`config.mk`:
```
export PLATFORM = sky130hd
export DESIGN_NAME = win_addr_gen
export DESIGN_NICKNAME = d
export VERILOG_FILES = /design/src/rtl/wag_pkg.sv /design/src/rtl/wag_rst_sync.sv /design/src/rtl/wag_axis_ptr.sv /design/src/rtl/wag_nibble_swap.sv /design/src/rtl/win_addr_gen.sv
export SDC_FILE = /design/constraint.sdc
export NUM_CORES = 1
export LEC_CHECK = 0
export CORE_ASPECT_RATIO = 1.4
export CORE_MARGIN = 1
export CORE_UTILIZATION = 30
export CTS_CLUSTER_SIZE = 14
export DETAILED_ROUTE_END_ITERATION = 12
export DONT_BUFFER_PORTS = 1
export PLACE_DENSITY = 0.46
export SYNTH_ARGS = -nofsm -noshare
export SYNTH_HDL_FRONTEND = slang
export SYNTH_SLANG_ARGS = --single-unit
```
`constraint.sdc`:
```
create_clock -name clk -period 1.2 [get_ports clk]
set_clock_uncertainty 0.05 [all_clocks]
set_input_delay 0 -clock clk [delete_from_list [all_inputs] [get_ports clk]]
set_output_delay 0 -clock clk [all_outputs]
set_load 0.03 [all_outputs]
```
`src/rtl/wag_pkg.sv`:
```
package wag_pkg;
  localparam int COL_W_DEF  = 6;
  localparam int ROW_W_DEF  = 7;
  localparam int DATA_W_DEF = 8;

  typedef enum logic {
    INC_HORIZ = 1'b0,
    INC_VERT  = 1'b1
  } inc_mode_e;
endpackage

```
`src/rtl/wag_rst_sync.sv`:
```
module wag_rst_sync #(
  parameter int STAGES = 2
) (
  input  logic clk,
  input  logic rst_n,
  output logic rst_n_sync
);
  logic [STAGES-1:0] shift_q;
  logic [STAGES-1:0] shift_d;

  always_comb shift_d = {shift_q[STAGES-2:0], 1'b1};

  always_ff @(posedge clk or negedge rst_n) begin
    if (!rst_n) shift_q <= '0;
    else        shift_q <= shift_d;
  end

  assign rst_n_sync = shift_q[STAGES-1];
endmodule

```
`src/rtl/wag_axis_ptr.sv`:
```
module wag_axis_ptr #(
  parameter int W = 6
) (
  input  logic         clk,
  input  logic         rst_n,
  input  logic         load,
  input  logic [W-1:0] start_i,
  input  logic [W-1:0] end_i,
  input  logic         step,
  output logic [W-1:0] ptr_o,
  output logic [W-1:0] lo_o,
  output logic [W-1:0] hi_o,
  output logic         at_end_o
);
  logic [W-1:0] lo_q, lo_d;
  logic [W-1:0] hi_q, hi_d;
  logic [W-1:0] ptr_q, ptr_d;
  logic         at_end;

  assign at_end = (ptr_q == hi_q);

  always_comb begin
    lo_d  = lo_q;
    hi_d  = hi_q;
    ptr_d = ptr_q;
    if (load) begin
      lo_d  = start_i;
      hi_d  = end_i;
      ptr_d = start_i;
    end else if (step) begin
      ptr_d = at_end ? lo_q : ptr_q + 1'b1;
    end
  end

  always_ff @(posedge clk or negedge rst_n) begin
    if (!rst_n) begin
      lo_q  <= '0;
      hi_q  <= '1;
      ptr_q <= '0;
    end else if (load || step) begin
      lo_q  <= lo_d;
      hi_q  <= hi_d;
      ptr_q <= ptr_d;
    end
  end

  assign ptr_o    = ptr_q;
  assign lo_o     = lo_q;
  assign hi_o     = hi_q;
  assign at_end_o = at_end;
endmodule

```
`src/rtl/wag_nibble_swap.sv`:
```
module wag_nibble_swap #(
  parameter int DATA_W = 8
) (
  input  logic              swap,
  input  logic [DATA_W-1:0] d,
  output logic [DATA_W-1:0] q
);
  localparam int HALF = DATA_W / 2;

  generate
    if (DATA_W % 2 == 0) begin : g_swap
      assign q = swap ? {d[HALF-1:0], d[DATA_W-1:HALF]} : d;
    end else begin : g_pass
      logic unused_swap;
      assign unused_swap = swap;
      assign q = d;
    end
  endgenerate
endmodule

```
`src/rtl/win_addr_gen.sv`:
```
module win_addr_gen
  import wag_pkg::*;
#(
  parameter int COL_W  = COL_W_DEF,
  parameter int ROW_W  = ROW_W_DEF,
  parameter int DATA_W = DATA_W_DEF
) (
  input  logic              clk,
  input  logic              rst_n,
  input  logic [COL_W-1:0]  col_start,
  input  logic [COL_W-1:0]  col_end,
  input  logic              col_load,
  input  logic [ROW_W-1:0]  row_start,
  input  logic [ROW_W-1:0]  row_end,
  input  logic              row_load,
  input  logic              vert_mode,
  input  logic              col_mirror,
  input  logic              nib_swap,
  input  logic              access,
  input  logic [DATA_W-1:0] host_wdata,
  output logic [DATA_W-1:0] ram_wdata,
  input  logic [DATA_W-1:0] ram_rdata,
  output logic [DATA_W-1:0] host_rdata,
  output logic [COL_W-1:0]  ram_col,
  output logic [ROW_W-1:0]  ram_row
);
  localparam logic [COL_W-1:0] COL_MAX = '1;

  logic             rst_n_sync;
  inc_mode_e        mode;
  logic             col_step, row_step;
  logic             col_at_end, row_at_end;
  logic [COL_W-1:0] col_ptr, col_lo, col_hi;
  logic [ROW_W-1:0] row_ptr, row_lo, row_hi;

  wag_rst_sync #(.STAGES(2)) u_rst (
    .clk(clk), .rst_n(rst_n), .rst_n_sync(rst_n_sync)
  );

  assign mode     = inc_mode_e'(vert_mode);
  assign col_step = access && ((mode == INC_HORIZ) || row_at_end);
  assign row_step = access && ((mode == INC_VERT)  || col_at_end);

  wag_axis_ptr #(.W(COL_W)) u_col (
    .clk(clk), .rst_n(rst_n_sync), .load(col_load),
    .start_i(col_start), .end_i(col_end), .step(col_step),
    .ptr_o(col_ptr), .lo_o(col_lo), .hi_o(col_hi), .at_end_o(col_at_end)
  );

  wag_axis_ptr #(.W(ROW_W)) u_row (
    .clk(clk), .rst_n(rst_n_sync), .load(row_load),
    .start_i(row_start), .end_i(row_end), .step(row_step),
    .ptr_o(row_ptr), .lo_o(row_lo), .hi_o(row_hi), .at_end_o(row_at_end)
  );

  assign ram_col = col_mirror ? (COL_MAX - col_ptr) : col_ptr;
  assign ram_row = row_ptr;

  wag_nibble_swap #(.DATA_W(DATA_W)) u_wr_swap (
    .swap(nib_swap), .d(host_wdata), .q(ram_wdata)
  );

  wag_nibble_swap #(.DATA_W(DATA_W)) u_rd_swap (
    .swap(nib_swap), .d(ram_rdata), .q(host_rdata)
  );
endmodule

```
==> results.sh <==
export IMPL_tritoncts="done"
export IMPL_power_leakage_nw=1.46
export IMPL_vdd_drop_max_v=0.000554
export IMPL_dp_cells=364
export IMPL_final_instance_count_excl_fill=404
export IMPL_ys_seq_area_frac=0.408
export IMPL_clk_pin_slew_worst_paths_ns=0.06
export IMPL_use_met2=0.275
export IMPL_timing_final_ws_setup_ns=-0.483
export IMPL_hold_viol=17
export IMPL_cts_max_level=2
export IMPL_ys_ff_latch=41
export IMPL_powerDensity_nw_per_um2=1280
export IMPL_endpoint_kind="register"
export IMPL_final_common_cell="mux2_2"
export IMPL_whs_ns=-0.232
export IMPL_status="finished, violations left"
export IMPL_clock_fmax_mhz=594
export IMPL_start_kind="register"
export IMPL_synthFlopType="dfrtp_1"
export IMPL_avgSynthCellArea_um2=10.5
export IMPL_slew_violations=0
export IMPL_drtPass1Iterations=4
export IMPL_hp_class="primary input to register"
export IMPL_busiest_layer="met2"
export IMPL_yosysWarnings=0
export IMPL_finish_instance_area_um2=3580
export IMPL_rsz0062_at_grt="yes"
export IMPL_syn_area_um2=2560
export IMPL_crit_required_ns=1.32
export IMPL_synth_edf_count=0
export IMPL_hpwlAfterDp_um=4550
export IMPL_crit_arrival_ns=1.80
export IMPL_dp_slack_ns=-0.545
export IMPL_grt_pass1_wl_um=10200
export IMPL_netlist_instances=243
export IMPL_final_layout_size_suffix_gt1_frac=0.444
export IMPL_path_buf_inv=0
export IMPL_yosysUniqueCellTypes=53
export IMPL_clock_latency_ns=0.28
export IMPL_slowest_delay_ns=0.58
export IMPL_critPathMaxFanout=9
export IMPL_timing_final_crit_period_ns=1.68
export IMPL_finalCritPeriodShare=1.40
export IMPL_synthArstFlopShare=1.00
export IMPL_path_cells="xnor2_4, and3_4, a21oi_4, a211oi_1, o31a_1"
export IMPL_drc_errors=0
export IMPL_grt_usage=0.149
export IMPL_die_x_um=80.0
export IMPL_core_um2=8200
export IMPL_io_pins=79
export IMPL_grtUsageMet1=0.160
export IMPL_initial_core_util=0.312
export IMPL_syn_nets=295
export IMPL_drtAntennaViolNets=0
export IMPL_synthToLayoutAreaGrowth_pct=39.9
export IMPL_clockRootBuffer="clkbuf_16"
export IMPL_antenna_found_initial=0
export IMPL_overflow=0
export IMPL_place_gp_congestion=0.833
export IMPL_clock_path_buffers=2
export IMPL_final_cell_mix="mux2_2, dlygate4sd3_1, buf_4"
export IMPL_grt_met3_usage=0.0395
export IMPL_cts_sinks=41
export IMPL_crit_family="compound AO/OA/AOI/OAI gates"
export IMPL_diodes=0
export IMPL_numCtsBuffers=5
export IMPL_setup_viol=18
export IMPL_drv_cap=0
export IMPL_post_dp_cell_area_um2=2960
export IMPL_drtIter0Drc=42
export IMPL_nets=353
export IMPL_portBuffers=0
export IMPL_wire_per_inst_um=15.5
export IMPL_violations="hold timing, setup timing"
export IMPL_wirelength_um=6260
export IMPL_num_vias=2031
export IMPL_die_h_um=111
export IMPL_cpMaxStageDelayCell="dfstp_2"
export IMPL_num_rows=39
export IMPL_ctsHoldBuffers=30
export IMPL_dieArea_um2=8900
export IMPL_worstSetupPathType="register to register"
export IMPL_grt_pass1_vias=2103
export IMPL_grt_max_degree=40
export IMPL_via_per_inst=5.03
-- layout make-up --
type	count	area, um2
timing repair buffer	67	656
multi-input combinational	170	1550
sequential	41	1050
clock buffer	8	136
tap	102	128
inverter	16	60.1
fill	804	4620
-- registers in the layout (all words and copies together) (netlist names) --
| name | cells |
|---|---|
| u_row.lo_o | 7 |
| u_row.hi_o | 7 |
| u_row.ptr_o | 7 |
| u_col.hi_o | 6 |
| u_rst.shift_q | 2 |
| u_col.ptr_o | 6 |
| u_col.lo_o | 6 |
-- synthesized netlist by cell type (2+ instances only) --
master / number / share of area
mux2_2: 33 / 0.15
dfrtp_1: 28 / 0.27
nand2_1: 17 / 0.025
inv_1: 16 / 0.023
dfstp_2: 13 / 0.13
o21ai_0: 13 / 0.025
xnor2_1: 12 / 0.041
nand3_1: 9 / 0.018
xor2_1: 7 / 0.024
clkbuf_1: 6 / 0.0088
nor3_1: 6 / 0.012
a21oi_1: 5 / 0.0098
buf_2: 5 / 0.0098
o2111ai_1: 5 / 0.017
xnor2_2: 5 / 0.032
a211oi_1: 4 / 0.012
nor2_1: 4 / 0.0059
a211o_1: 3 / 0.010
a21o_1: 3 / 0.0088
and2_1: 3 / 0.0073
nor2b_1: 3 / 0.0073
a31oi_1: 2 / 0.0049
and3_1: 2 / 0.0049
buf_1: 2 / 0.0029
buf_4: 2 / 0.0059
ha_1: 2 / 0.0098
nand2b_1: 2 / 0.0049
nand3_2: 2 / 0.0078
nand4_1: 2 / 0.0049
o211ai_1: 2 / 0.0059
o211ai_2: 2 / 0.0098
o31a_1: 2 / 0.0069
-- worst register-to-register path, stage by stage, from the launching register on --
cell and delay [ns]:
dfstp_2 0.58, xnor2_4 0.08, and3_4 0.20, a21oi_4 0.29
a211oi_1 0.09, o31a_1 0.29
-- where the power goes --
group          total [mW]  switching (mW)  internal [mW]
Sequential           1.71           0.144           1.57
Clock                1.29           0.521          0.774
Combinational        1.56           0.793          0.768
-- logic make-up (layout without fill, tap and decap cells) --
logic type	count (synthesis)	after routing	synth area share
multiplexers	34	34	0.149
XOR/XNOR	24	24	0.0969
flip-flops	41	41	0.408
other	1	1	0.00147
AO/OA/AOI/OAI	55	55	0.167
buffers and inverters	32	91	0.0553
adder cells (fa/ha/maj)	2	2	0.00979
AND/OR/NAND/NOR	54	54	0.113
-- metrics by stage --
step | setup TNS [ns] | total power, mW | utilization | hold WS, ns
2_1_floorplan | -4.63 | 2.66 | - | -0.346
3_3_place_gp | -6.35 | 3.01 | 0.361 | -0.346
3_5_place_dp | -6.49 | 3.01 | 0.361 | -0.346
4_1_cts | -6.18 | 4.54 | 0.428 | -0.250
5_1_grt | -7.17 | 4.80 | 0.436 | -0.241
6_report | -5.89 | 4.57 | 0.436 | -0.232
-- metal layers --
metal,wire length (um),up-vias
li1,-,985
met1,2400,996
met2,3510,44
met3,299,6
met4,55,0
met5,0,-
-- worst paths after layout --
path                                    end  slack [ns]        startpoint  cells past startpoint
min in group asynchronous    u_row.ptr_o[1]        0.18  u_rst.shift_q[1]                      1
setup reg to reg             u_row.ptr_o[6]       -0.48     u_col.hi_o[3]                      5
max in group asynchronous  u_rst.shift_q[1]        0.53             rst_n                      2
hold / removal               u_col.ptr_o[1]       -0.23          col_load                      1
setup / recovery             u_row.ptr_o[6]       -0.48     u_col.hi_o[3]                      5
hold reg to reg              u_row.ptr_o[1]        0.18  u_rst.shift_q[1]                      1
-- what timing repair did --
action | in CTS | in global routing
hold endpoints to repair | 41 | 17
resized for setup | 22 | 12
gates cloned | 0 | 0
setup buffers | 1 | 1
pin swaps | 13 | 14
setup endpoints to repair | 18 | 19
(Power assumes the default switching activity.)
